$ cat config.mk
export PLATFORM = sky130hd
export DESIGN_NAME = cmdata_spi_rx
export DESIGN_NICKNAME = d
export VERILOG_FILES = /design/src/rtl/dspi_pkg.sv /design/src/rtl/dspi_sync.sv /design/src/rtl/dspi_shifter.sv /design/src/rtl/dspi_router.sv /design/src/rtl/cmdata_spi_rx.sv
export SDC_FILE = /design/constraint.sdc
export NUM_CORES = 1
export LEC_CHECK = 0
export ABC_AREA = 1
export CAP_MARGIN = 5
export CORE_MARGIN = 2
export CORE_UTILIZATION = 50
export CTS_BUF_LIST = sky130_fd_sc_hd__clkbuf_4 sky130_fd_sc_hd__clkbuf_8 sky130_fd_sc_hd__clkbuf_16
export DETAILED_ROUTE_END_ITERATION = 8
export GPL_TIMING_DRIVEN = 1
export PLACE_DENSITY = 0.7
export SLEW_MARGIN = 20
export SYNTH_ARGS = -nofsm -noshare
export SYNTH_HDL_FRONTEND = slang
export SYNTH_SLANG_ARGS = --single-unit
$ cat constraint.sdc
create_clock -name clk -period 3.01 [get_ports clk]
set_input_delay 0.602 -clock clk [delete_from_list [all_inputs] [get_ports clk]]
set_output_delay 0.602 -clock clk [all_outputs]
set_load 0.005 [all_outputs]
$ cat src/rtl/dspi_pkg.sv
package dspi_pkg;

  // Synchronized copy of the link pins, kept together so every pin
  // sees the same number of flop stages.
  typedef struct packed {
    logic kind;
    logic data;
    logic sclk;
    logic sel_n;
  } dspi_pins_t;

  localparam int PIN_COUNT = $bits(dspi_pins_t);

  // Idle level of each pin: deselected link, clock low.
  localparam dspi_pins_t PINS_IDLE = '{kind: 1'b0, data: 1'b0, sclk: 1'b0, sel_n: 1'b1};

endpackage

$ cat src/rtl/dspi_sync.sv
module dspi_sync #(
  parameter int WIDTH = 4,
  parameter int STAGES = 2,
  parameter logic [WIDTH-1:0] IDLE_VAL = '0
) (
  input  logic             clk,
  input  logic             rst,
  input  logic [WIDTH-1:0] async_i,
  output logic [WIDTH-1:0] sync_o
);

  logic [WIDTH-1:0] stage_q [STAGES];

  generate
    for (genvar s = 0; s < STAGES; s++) begin : g_stage
      if (s == 0) begin : g_first
        always_ff @(posedge clk) begin
          if (rst) stage_q[0] <= IDLE_VAL;
          else     stage_q[0] <= async_i;
        end
      end else begin : g_next
        always_ff @(posedge clk) begin
          if (rst) stage_q[s] <= IDLE_VAL;
          else     stage_q[s] <= stage_q[s-1];
        end
      end
    end
  endgenerate

  assign sync_o = stage_q[STAGES-1];

endmodule

$ cat src/rtl/dspi_shifter.sv
module dspi_shifter #(
  parameter int DATA_W = 8
) (
  input  logic              clk,
  input  logic              rst,
  input  logic              sel_n_s,
  input  logic              sclk_s,
  input  logic              data_s,
  input  logic              kind_s,
  output logic              done_o,
  output logic [DATA_W-1:0] byte_o,
  output logic              kind_o
);

  localparam int CNT_W = (DATA_W > 1) ? $clog2(DATA_W) : 1;
  localparam logic [CNT_W-1:0] LAST_BIT = CNT_W'(DATA_W - 1);

  logic              sclk_prev;
  logic              rise;
  logic [CNT_W-1:0]  bit_cnt;
  logic [DATA_W-1:0] shreg;
  logic [DATA_W-1:0] next_shreg;

  assign rise       = sclk_s & ~sclk_prev;
  assign next_shreg = {shreg[DATA_W-2:0], data_s};

  always_ff @(posedge clk) begin
    if (rst) begin
      sclk_prev <= 1'b0;
      bit_cnt   <= '0;
      shreg     <= '0;
      done_o    <= 1'b0;
      byte_o    <= '0;
      kind_o    <= 1'b0;
    end else begin
      sclk_prev <= sclk_s;
      done_o    <= 1'b0;
      if (sel_n_s) begin
        bit_cnt <= '0;
      end else if (rise) begin
        shreg <= next_shreg;
        if (bit_cnt == LAST_BIT) begin
          bit_cnt <= '0;
          done_o  <= 1'b1;
          byte_o  <= next_shreg;
          kind_o  <= kind_s;
        end else begin
          bit_cnt <= bit_cnt + 1'b1;
        end
      end
    end
  end

  AST_DESEL_CLEARS: assert property (@(posedge clk) disable iff (rst)
    sel_n_s |=> (bit_cnt == '0));
  AST_DESEL_SILENT: assert property (@(posedge clk) disable iff (rst)
    sel_n_s |=> !done_o);
  AST_DONE_SINGLE: assert property (@(posedge clk) disable iff (rst)
    done_o |=> !done_o);

endmodule

$ cat src/rtl/dspi_router.sv
module dspi_router #(
  parameter int DATA_W = 8,
  parameter int ADDR_W = 10
) (
  input  logic              clk,
  input  logic              rst,
  input  logic              done_i,
  input  logic [DATA_W-1:0] byte_i,
  input  logic              kind_i,
  output logic [DATA_W-1:0] cmd_byte_o,
  output logic              cmd_valid_o,
  output logic [DATA_W-1:0] mem_wdata_o,
  output logic [ADDR_W-1:0] mem_addr_o,
  output logic              mem_we_o
);

  logic [ADDR_W-1:0] wr_ptr;

  always_ff @(posedge clk) begin
    if (rst) begin
      cmd_byte_o  <= '0;
      cmd_valid_o <= 1'b0;
      mem_wdata_o <= '0;
      mem_addr_o  <= '0;
      mem_we_o    <= 1'b0;
      wr_ptr      <= '0;
    end else begin
      cmd_valid_o <= 1'b0;
      mem_we_o    <= 1'b0;
      if (done_i) begin
        if (kind_i) begin
          mem_wdata_o <= byte_i;
          mem_addr_o  <= wr_ptr;
          mem_we_o    <= 1'b1;
          wr_ptr      <= wr_ptr + 1'b1;
        end else begin
          cmd_byte_o  <= byte_i;
          cmd_valid_o <= 1'b1;
        end
      end
    end
  end

  AST_ONE_ROUTE: assert property (@(posedge clk) disable iff (rst)
    !(cmd_valid_o && mem_we_o));
  AST_WE_PULSE: assert property (@(posedge clk) disable iff (rst)
    mem_we_o |=> !mem_we_o);
  AST_CMD_PULSE: assert property (@(posedge clk) disable iff (rst)
    cmd_valid_o |=> !cmd_valid_o);
  AST_ADDR_STEP: assert property (@(posedge clk) disable iff (rst)
    mem_we_o |-> (wr_ptr == ADDR_W'(mem_addr_o + 1'b1)));
  AST_CMD_KEEPS_ADDR: assert property (@(posedge clk) disable iff (rst)
    cmd_valid_o |-> $stable(wr_ptr));

endmodule

$ cat src/rtl/cmdata_spi_rx.sv
module cmdata_spi_rx #(
  parameter int DATA_W = 8,
  parameter int ADDR_W = 10,
  parameter int SYNC_STAGES = 2
) (
  input  logic              clk,
  input  logic              rst,
  input  logic              ser_sel_n_i,
  input  logic              ser_clk_i,
  input  logic              ser_data_i,
  input  logic              ser_kind_i,
  output logic [DATA_W-1:0] cmd_byte_o,
  output logic              cmd_valid_o,
  output logic [DATA_W-1:0] mem_wdata_o,
  output logic [ADDR_W-1:0] mem_addr_o,
  output logic              mem_we_o
);

  import dspi_pkg::*;

  dspi_pins_t        pins_raw;
  dspi_pins_t        pins_s;
  logic              done;
  logic [DATA_W-1:0] byte_v;
  logic              kind_v;

  assign pins_raw = '{kind: ser_kind_i, data: ser_data_i, sclk: ser_clk_i, sel_n: ser_sel_n_i};

  dspi_sync #(
    .WIDTH(PIN_COUNT),
    .STAGES(SYNC_STAGES),
    .IDLE_VAL(PINS_IDLE)
  ) u_sync (
    .clk(clk),
    .rst(rst),
    .async_i(pins_raw),
    .sync_o(pins_s)
  );

  dspi_shifter #(
    .DATA_W(DATA_W)
  ) u_shift (
    .clk(clk),
    .rst(rst),
    .sel_n_s(pins_s.sel_n),
    .sclk_s(pins_s.sclk),
    .data_s(pins_s.data),
    .kind_s(pins_s.kind),
    .done_o(done),
    .byte_o(byte_v),
    .kind_o(kind_v)
  );

  dspi_router #(
    .DATA_W(DATA_W),
    .ADDR_W(ADDR_W)
  ) u_route (
    .clk(clk),
    .rst(rst),
    .done_i(done),
    .byte_i(byte_v),
    .kind_i(kind_v),
    .cmd_byte_o(cmd_byte_o),
    .cmd_valid_o(cmd_valid_o),
    .mem_wdata_o(mem_wdata_o),
    .mem_addr_o(mem_addr_o),
    .mem_we_o(mem_we_o)
  );

endmodule

======== After elaboration in Yosys (flattened, before gate mapping) ========
Memories as Yosys holds them, arrays and structs flattened.
Cells that the tools add are included.
storage, ports and cells
  register bits after elaboration ......... 59
  latch bits .............................. 0
  RAM bits ................................ 8
  bits in read-only memories .............. 0
  input bits .............................. 6
  output and inout port bits .............. 28
  word-level logic and storage cells ...... 40
  memories kept ........................... 1
cells by class
  add/subtract/negate cells ............... 2
  multiply operators ...................... 0
  div/mod/pow operators ................... 0
  $lt $le $gt $ge ......................... 0
  eq/ne operators ......................... 1
  shifts and indexed selects .............. 0
  multiplexer cells ....................... 9
  bitwise logic cells ..................... 8
  reductions and logical operators ........ 7
memory list
  name            depth  bits a word  rd ports  clocked after Yosys merged registers in  write ports  RTL line         source
  u_sync.stage_q  2      4            2         0                                        2            dspi_sync.sv:12  logic [WIDTH-1:0] stage_q [STAGES];
operators by type and width
  operator                                                         number
  10-bit by 1-bit adder with 10-bit output, second input constant  1
  4-bit 2-to-1 mux                                                 2
  1-bit 2-to-1 mux                                                 6
  2-bit AND reduction                                              3
  1-bit inverter                                                   5
  2-bit OR reduction                                               2
  3-bit by 1-bit adder with 3-bit output, second input constant    1
  3-bit equality test, second input constant                       1
  3-bit 2-to-1 mux                                                 1
  3-bit AND reduction                                              1
  3-bit OR reduction                                               1
  1-bit OR                                                         2
  1-bit bitwise AND                                                1

======== Logic depth before layout (Yosys ltp) ========
Gate-level depths: netlist (run 1).
  depth after elaboration ................. 4
  depth in mapped cells ................... 7
  mapped depth without buffers ............ 7

======== By module ========
Synthesis (run 1) repeated with hierarchy kept, for this count alone.
unflattened totals
  cell total of the unflattened synthesis .. 347
  area total of the unflattened synthesis .. 2556.2 um2
modules (own cells, without submodules)
  module        instances  cells an instance  area each (um2)  sequential area each (um2)
  dspi_router   1          192                1426.4           760.7
  dspi_shifter  1          130                905.9            420.4
  dspi_sync     1          25                 224.0            160.2

======== Worst setup path before layout (run 1) ========
Ideal clock, no wire load.
  kind .................................... input -> register
  start ................................... input rst
  end ..................................... register u_route.cmd_byte_o[1]
  library setup time ...................... 0.070 ns
  arrival ................................. 1.293 ns
  data required time ...................... 2.940 ns
  setup slack ............................. 1.647 ns
  stages on the path ...................... 6
  path buffers ............................ 3
  cells stage by stage .................... buf_2 -> inv_1 -> buf_4 -> buf_2 -> o21ai_0 -> a21oi_1
RTL lines
  element                 RTL line            source
  start: declaration      cmdata_spi_rx.sv:7  input logic rst,
  end signal: assignment  dspi_router.sv:37   cmd_byte_o <= byte_i;
  end: declaration        dspi_router.sv:10   output logic [DATA_W-1:0] cmd_byte_o,

======== Worst setup path after layout (run 1) ========
  start ................................... register u_route.cmd_byte_o[2]
  end ..................................... output cmd_byte_o[2]
RTL lines
  element           RTL line             source
  end: declaration  cmdata_spi_rx.sv:12  output logic [DATA_W-1:0] cmd_byte_o,
No word-level cell between the ends.

==> flow_metrics.tcl, run 1 <==
set metrics [dict create \
    yosysWarnings 0 \
    place_area_um2 2720 \
    clockBufferDepth 2 \
    seq_area_frac_synth 0.567 \
    syn_inst 294 \
    tightest_slew_ns 0.576 \
    switching_share 0.198 \
    skew_ns 0.00492 \
    start_kind "flip-flop" \
    critPathCaptureType "output pin" \
    wirelength_um 4250 \
    io_pins 34 \
    crit_path_top_delay_cell "clkdlybuf4s50_1" \
    worstPathArrival_ns 1.18 \
    crit_buf_inv 1 \
    grt_pass1_wl_um 7220 \
    crit_type "reg -> out" \
    antenna_found_initial 0 \
    dpl.hpwl_um 2850 \
    num_rows 25 \
    combPwrFrac 0.022 \
    place_ws_ns 1.20 \
    max_freq_mhz 561 \
    drive_gt1_frac 0.0749 \
    fp.coreArea_um2 4630 \
    slowest_delay_ns 0.52 \
    hold_path.class "reg -> reg" \
    fp.dieW_um 72.8 \
    clockRootBuffer "clkbuf_8" \
    design_area_um2 2940 \
    final_core_util 0.635 \
    drt_pass1_iterations 4 \
    ant_nets 0 \
    synthesis.area_per_instance_um2 8.04 \
    synth_edf_count 0 \
    cts_buffers 9 \
    p_int_mw 1.39 \
    dieHeight_um 72.8 \
    clock_latency_ns 0.33 \
    max_cap_violations 0 \
    powerDensity_nw_per_um2 589 \
    drt_iter0_markers 75 \
    cp.required_ns 2.41 \
    synth_ff_type "dfxtp_1" \
    fillCellCount 415 \
    tritoncts "yes" \
    grt_pass1_vias 1661 \
    grt_max_degree 49 \
    hold_buffers 0 \
    worstPathMaxFanout 2 \
    initial_core_util 0.511 \
    setup_viol 0 \
    ir_drop_mv 0.390 \
    finalSetupTns_ns 0 \
    path_delay_family "buffers and inverters" \
    finalCritPeriodShare 0.592 \
    synthesis.nets 303 \
    fin_nets 338 \
    wire_per_inst_um 10.9 \
    rsz0062_at_grt "no" \
    cts_sinks 67 \
    ys_types 22 \
    drc 0 \
    fin_crit_ns 1.78 \
    place_congestion 0.721 \
    clockPowerShare 0.462 \
    diodes 0 \
    syn-cell-area_um2 2360 \
    synthArstFlopShare 0 \
    fin_total_pwr_mw 1.73 \
    final_hold_viol_count 0 \
    vias 1873 \
    cts_setup_buffers 0 \
    seq_area_um2 1340 \
    htree_levels 3 \
    multi_input_area_um2 861 \
    slew_headroom 0.615 \
    final.setup.worst_slack_ns 1.23 \
    vias_per_cell 4.83 \
    seq_power_share 0.517 \
    grt_usage 0.178 \
    die_area_um2 5290 \
    p_sw_uw 344 \
    p_leak_nw 1.19 \
    outcome "finished clean" \
    crit_chain "clkdlybuf4s50_1" \
    port_buffers 33 \
    cts_resized 0 \
    clkSlewWorstSetupHoldPaths_ns 0.07 \
    ys_seq_elements 67 \
    overflow 0 \
    maxSlewViolCount 0 \
    syn2layout_area_growth_pct 24.4 \
]
[placed cells by master, fill, tap and decap left out, drive strengths merged]
master,netlist,final
inv,27,27
a21oi,19,19
nand3b,1,1
nor2,83,83
nand2,24,24
clkbuf,5,11
o211a,1,1
clkdlybuf4s50,0,33
dfxtp,67,67
ha,3,3
nor3,3,3
bufinv,0,2
a211oi,1,1
clkinvlp,0,1
xnor2,1,1
buf,7,3
clkinv,0,2
nand3,6,6
o21ai,44,44
or2,2,2
[power by group through the flow]
stage | Clock, mW | Combinational [mW] | Sequential, mW
finish | 0.801 | 0.0374 | 0.895
global route | 0.849 | 0.0427 | 0.895
CTS | 0.815 | 0.0378 | 0.895
detailed placement | 0 | 0.0376 | 0.915
global placement | 0 | 0.0361 | 0.915
floorplan | 0 | 0.0256 | 0.915
[cell families (layout without fill, tap and decap cells)]
kind of cell | after synthesis | after routing | synth area share
adders and majority gates | 3 | 3 | 0.0159
AOI/OAI and AO/OA | 65 | 65 | 0.141
buffers and inverters | 39 | 79 | 0.0683
xor gates and xnor gates | 1 | 1 | 0.00371
and+or+nand+nor | 119 | 119 | 0.204
DFF | 67 | 67 | 0.567
[cell usage after synthesis (2+ instances only)]
library cell,n,share of area
nor2_1,82,0.13
dfxtp_1,67,0.57
o21ai_0,44,0.093
inv_1,26,0.041
nand2_1,23,0.037
a21oi_1,19,0.040
nand3_1,6,0.013
buf_2,5,0.011
clkbuf_1,4,0.0064
ha_1,3,0.016
buf_4,2,0.0064
nor3_1,2,0.0042
or2_2,2,0.0053
[worst reg2reg max path, cell delays in order (launching register included)]
cell	delay, ns
dfxtp_1	0.37
nand2_2	0.18
inv_1	0.39
buf_4	0.28
o21ai_0	0.10
a21oi_1	0.14
[state kept, by name, summed over array words and instances, names as in the netlist]
| register | cells |
|---|---|
| u_shift.sclk_prev | 1 |
| u_shift.done_o | 1 |
| u_route.mem_addr_o | 10 |
| u_shift.byte_o | 8 |
| u_shift.shreg | 7 |
| u_sync.stage_q | 8 |
| u_route.wr_ptr | 10 |
| u_route.cmd_valid_o | 1 |
| u_route.cmd_byte_o | 8 |
| u_route.mem_we_o | 1 |
| u_shift.bit_cnt | 3 |
| u_route.mem_wdata_o | 8 |
| u_shift.kind_o | 1 |
[layout make-up]
type                            instances  area share
Tap cell                               54      0.0230
Multi-Input combinational cell        188       0.293
Sequential cell                        67       0.456
Timing Repair Buffer                   36       0.120
Clock inverter                          5      0.0264
Clock buffer                           11      0.0472
Inverter                               27      0.0345
[layer usage]
metal | GRT usage | routed length (um) | vias up
met4 | 0.0988 | 85 | 0
met1 | 0.219 | 2000 | 826
met5 | 0 | 0 | -
li1 | - | - | 1006
met2 | 0.283 | 1990 | 34
met3 | 0.0497 | 169 | 7
[through the flow]
stage	hold WS [ns]	std cells
after floorplan	0.388	294
after global placement	0.390	372
after detailed placement	0.396	372
after CTS	0.409	388
after global routing	0.420	388
final	0.409	388
[final timing paths]
check | startpoint | end | slack [ns] | cells past startpoint
max reg2reg | u_shift.kind_o | u_route.mem_wdata_o[1] | 1.48 | 5
min reg2reg | u_sync.stage_q[0][2] | u_sync.stage_q[1][2] | 0.41 | 2
max | u_route.cmd_byte_o[2] | cmd_byte_o[2] | 1.23 | 1
min | u_sync.stage_q[0][2] | u_sync.stage_q[1][2] | 0.41 | 2
Power figures use the tool's default switching activity.
==> run 2: changes to the inputs <==
- CORE_UTILIZATION: 50 -> 48
- PLACE_DENSITY: 0.7 -> 0.71
- clock period: 3.01 -> 1.5 ns (I/O delays scaled with it)
==> run 2 against run 1 <==
  * Worst hold slack got worse by 0.0034 ns
  * Critical path type unchanged
  * First-iteration DRC count rose by 85%
  * Critical path depth did not move
  * Clock skew decreased by 0.0014 ns
  * Largest power group unchanged
  * Cell count up 3.1%
  * Power is 80% higher
  * Wire length decreased by 0.59%
  * Sequential share of layout area fell by 0.25 points
  * Count of clock-buffer cells in the layout increased by 1
  * Worst setup slack got worse by 1.2 ns
  * Largest cell class unchanged
  * Design area up 1.0%
  * Register-to-register slack worse by 1.4 ns
==> flow_metrics.tcl, run 2 (synthesis gave the netlist of run 1 again) <==
set metrics [dict create \
    biggestRegsByFlops "u_route.mem_addr_o x10, u_route.wr_ptr x10" \
    fillCellCount 434 \
    whs_ns 0.405 \
    fin_nets 341 \
    final.setup.worst_slack_ns 0.0474 \
    hold_path.class "reg -> reg" \
    p_sw_uw 624 \
    vias 1873 \
    vias_per_cell 4.68 \
    clockBufferDepth 2 \
    fin_total_pwr_mw 3.13 \
    dpl.hpwl_um 2910 \
    final_hold_viol_count 0 \
    slowest_delay_ns 0.50 \
    drt_pass1_iterations 4 \
    p_leak_nw 1.31 \
    finalCritPeriodShare 0.968 \
    multi_input_area_um2 863 \
    seq_power_share 0.575 \
    finalSetupTns_ns 0 \
    fp.dieW_um 74.2 \
    placedCellCount 388 \
    tritoncts "yes" \
    powerDensity_nw_per_um2 1050 \
    instances_no_fill 400 \
    tightest_slew_ns 0.301 \
    antenna_found_initial 0 \
    grt_max_degree 49 \
    overflow 0 \
    wirelength_um 4220 \
    crit_type "reg -> out" \
    syn2layout_area_growth_pct 25.7 \
    cp.required_ns 1.20 \
    mostFrequentLayoutCell "nor2_1" \
    outcome "finished clean" \
    slew_headroom 0.798 \
    ant_nets 0 \
    port_buffers 33 \
    max_freq_mhz 688 \
    grt_usage 0.173 \
    cts_sinks 67 \
    switching_share 0.200 \
    initial_core_util 0.500 \
    grt_pass1_vias 1682 \
    drt_iter0_markers 139 \
    start_kind "flip-flop" \
    num_rows 25 \
    place_congestion 0.764 \
    critPathCaptureType "output pin" \
    clockRootBuffer "clkbuf_8" \
    clkSlewWorstSetupHoldPaths_ns 0.06 \
    seq_area_um2 1350 \
    htree_levels 3 \
    skew_ns 0.00351 \
    worstPathMaxFanout 2 \
    io_pins 34 \
    wire_per_inst_um 10.6 \
    crit_path_top_delay_cell "clkdlybuf4s50_1" \
    p_int_mw 2.50 \
    path_delay_family "buffers and inverters" \
    final_core_util 0.629 \
    diodes 0 \
    clockPowerShare 0.398 \
    fp.coreArea_um2 4720 \
    grt_pass1_wl_um 7270 \
    drc 0 \
    crit_chain "clkdlybuf4s50_1" \
    place_ws_ns 0.0593 \
    combPwrFrac 0.027 \
    drive_gt1_frac 0.0901 \
    dieHeight_um 74.2 \
    hold_buffers 0 \
    design_area_um2 2970 \
    maxSlewViolCount 0 \
    clock_latency_ns 0.32 \
    fin_crit_ns 1.45 \
    mostFrequentLayoutCells "nor2_1, dfxtp_1, o21ai_0, clkdlybuf4s50_1, inv_1" \
    worstPathArrival_ns 1.15 \
    place_area_um2 2790 \
    rsz0062_at_grt "yes" \
    max_cap_violations 0 \
    crit_buf_inv 1 \
    ir_drop_mv 0.661 \
    cts_buffers 9 \
    setup_viol 0 \
    die_area_um2 5500 \
]
## run 2: cell count changes in the layout (fill, tap and decap cells not counted), sizes merged
cell           before  now
buf                 3    6
bufinv              2    0
clkbuf             11   12
clkdlybuf4s50      33   27
clkinv              2    0
clkinvlp            1    0
dlymetal6s2s        0    6
## run 2: what timing repair did
action | 4_1_cts | 5_1_grt
resized for setup | 0 | 12
setup buffers | 0 | 0
setup endpoints to repair | 0 | 20
## run 2: path summary, 6_finish.rpt
| path | start | endpoint | slack (ns) | cells after the start |
|---|---|---|---|---|
| min | u_sync.stage_q[0][3] | u_sync.stage_q[1][3] | 0.41 | 2 |
| max reg2reg | u_route.wr_ptr[0] | u_route.wr_ptr[6] | 0.13 | 7 |
| min reg2reg | u_sync.stage_q[0][3] | u_sync.stage_q[1][3] | 0.41 | 2 |
| max | u_route.cmd_byte_o[5] | cmd_byte_o[5] | 0.05 | 1 |
## run 2: metal layers
layer | track usage | part of all wire | up-vias
met1 | 0.223 | 0.49 | 822
li1 | - | - | 1008
met2 | 0.269 | 0.45 | 39
met5 | 0 | 0 | -
met3 | 0.0610 | 0.049 | 4
met4 | 0.0646 | 0.011 | 0
## run 2: final cells by class
cell class / instances / share of cell area
inverter: 27 / 0.0341
clock buffer: 12 / 0.0535
multi-input combinational: 188 / 0.291
tap: 67 / 0.0282
sequential: 67 / 0.454
timing repair buffer: 39 / 0.140
## run 2: power by group through the flow
stage	clock (mW)	sequential [mW]	combinational, mW
after detailed placement	0	1.84	0.0848
final	1.24	1.80	0.0838
after global placement	0	1.84	0.0832
after CTS	1.27	1.80	0.0851
after global routing	1.36	1.80	0.0964
after floorplan	0	1.84	0.0514
==> run 3: changes to the inputs <==
- CORE_MARGIN: 2 -> 10
==> run 3 against run 2 <==
  * Worst setup slack improved by 0.010 ns
  * Clock power up 17%
  * Power increased by 6.4%
  * Global-route usage is 5.7 points lower
  * Non-clock buffer count did not move
  * Design area is 2.0% higher
  * Wire length grew 7.5%
  * Die area up 48%
  * Critical endpoint is now cmd_byte_o[0]
  * Largest cell class unchanged
==> flow_metrics.tcl, run 3 (synthesis gave the netlist of run 1 again) <==
set metrics [dict create \
    crit_buf_inv 1 \
    hold_depth 2 \
    use_met2 0.177 \
    fin_crit_ns 1.44 \
    p_int_mw 2.66 \
    fin_nets 341 \
    max_cap_violations 0 \
    whs_ns 0.409 \
    finalCritPeriodShare 0.962 \
    vias_per_cell 4.67 \
    crit_chain "clkdlybuf4s50_1" \
    slew_headroom 0.792 \
    maxSlewViolCount 0 \
    ir_drop_mv 0.722 \
    final_hold_viol_count 0 \
    fp.coreArea_um2 4750 \
    clock_latency_ns 0.33 \
    clockRootBuffer "clkbuf_8" \
    fillCellCount 427 \
    die_area_um2 8130 \
    crit_path_top_delay_cell "clkdlybuf4s50_1" \
    slowest_delay_ns 0.50 \
    grt_pass1_wl_um 7910 \
    grt_util_met3 0.0515 \
    seq_power_share 0.540 \
    vias 1876 \
    cts_buffers 9 \
    switching_share 0.200 \
    seq_area_um2 1340 \
    path_delay_family "buffers and inverters" \
    regToRegSetupSlack_ns 0.15 \
    initial_core_util 0.497 \
    fp.dieW_um 90.2 \
    dpl.hpwl_um 3200 \
    r2r_end "u_route.wr_ptr[6]" \
    antenna_found_initial 0 \
    tightest_slew_ns 0.311 \
    instances_no_fill 402 \
    drc 0 \
    wirelength_um 4540 \
    clkSlewWorstSetupHoldPaths_ns 0.06 \
    rsz0062_at_grt "no" \
    reg2reg_from "u_route.wr_ptr[0]" \
    io_pins 34 \
    top_usage_layer "met2" \
    clockBufferDepth 2 \
    combPwrFrac 0.025 \
    overflow 0 \
    skew_ns 0.00963 \
    p_sw_uw 664 \
    p_leak_nw 1.60 \
    mostFrequentLayoutCell "nor2_1" \
    worstPathMaxFanout 2 \
    r2r_cells 6 \
    critPathCaptureType "output pin" \
    mostFrequentLayoutCells "nor2_1, dfxtp_1, o21ai_0, inv_1, nand2_1" \
    worstPathArrival_ns 1.14 \
    cts_sinks 67 \
    drive_gt1_frac 0.0836 \
    finalSetupTns_ns 0 \
    drt_pass1_iterations 6 \
    fin_total_pwr_mw 3.33 \
    hold_path.class "reg -> reg" \
    wire_per_inst_um 11.3 \
    start_kind "flip-flop" \
    tritoncts "yes" \
    syn2layout_area_growth_pct 28.2 \
    num_rows 25 \
    htree_levels 3 \
    dieHeight_um 90.2 \
    setup_viol 0 \
    port_buffers 33 \
    powerDensity_nw_per_um2 1100 \
    crit_type "reg -> out" \
    multi_input_area_um2 871 \
    outcome "finished clean" \
    clockPowerShare 0.435 \
    grt_max_degree 49 \
    diodes 0 \
    cp.required_ns 1.20 \
    max_freq_mhz 693 \
    drt_iter0_markers 100 \
    use_met1 0.137 \
    biggestRegsByFlops "u_route.mem_addr_o x10, u_route.wr_ptr x10" \
    holdPathEnd "u_sync.stage_q[1][3]" \
    min_from "u_sync.stage_q[0][3]" \
    place_congestion 0.758 \
    grt_pass1_vias 1778 \
    placedCellCount 388 \
    grt_usage 0.116 \
    ant_nets 0 \
]
[run 3: metrics by stage]
stage,utilization,instance area (um2),worst slack (ns)
6_report,0.637,3030,0.0574
5_1_grt,0.637,3030,0.00728
4_1_cts,0.625,2970,0.00680
3_5_place_dp,0.586,2790,0.0785
3_3_place_gp,0.586,2790,0.0883
2_1_floorplan,-,2360,0.319
[run 3: layout make-up]
| type | count | share of cell area |
|---|---|---|
| sequential | 67 | 0.443 |
| clock inverter | 2 | 0.0124 |
| timing repair buffer | 39 | 0.146 |
| clock buffer | 12 | 0.0504 |
| multi-input combinational | 188 | 0.287 |
| tap | 67 | 0.0277 |
| inverter | 27 | 0.0335 |
[run 3: per-layer routing]
| layer | wire, um | share of wire |
|---|---|---|
| met5 | 0 | 0 |
| met4 | 34 | 0.0075 |
| met3 | 244 | 0.054 |
| met2 | 2000 | 0.44 |
| met1 | 2260 | 0.50 |
[run 3: worst max path at each step]
stage	slack, ns	end	from	depth (start not counted)
after global placement	0.09	u_shift.byte_o[1]	rst	5
after CTS	0.007	cmd_byte_o[7]	u_route.cmd_byte_o[7]	1
final	0.06	cmd_byte_o[0]	u_route.cmd_byte_o[0]	1
after global routing	0.007	u_route.wr_ptr[6]	u_route.wr_ptr[0]	7
after detailed placement	0.08	u_route.mem_addr_o[2]	rst	5
after floorplan	0.32	u_shift.byte_o[1]	u_shift.bit_cnt[0]	6
[run 3: power groups by stage]
stage | sequential [mW] | clock (mW) | combinational [mW]
floorplan | 1.84 | 0 | 0.0514
global placement | 1.84 | 0 | 0.0829
detailed placement | 1.84 | 0 | 0.0841
CTS | 1.80 | 1.47 | 0.0840
global route | 1.80 | 1.55 | 0.0959
finish | 1.80 | 1.45 | 0.0833
[run 3: what timing repair did]
item / in CTS / in global routing
endpoints found under the setup margin: 5 / 24
resized for setup: 5 / 22
hold buffers: 0 / 0
buffers inserted: 0 / 0
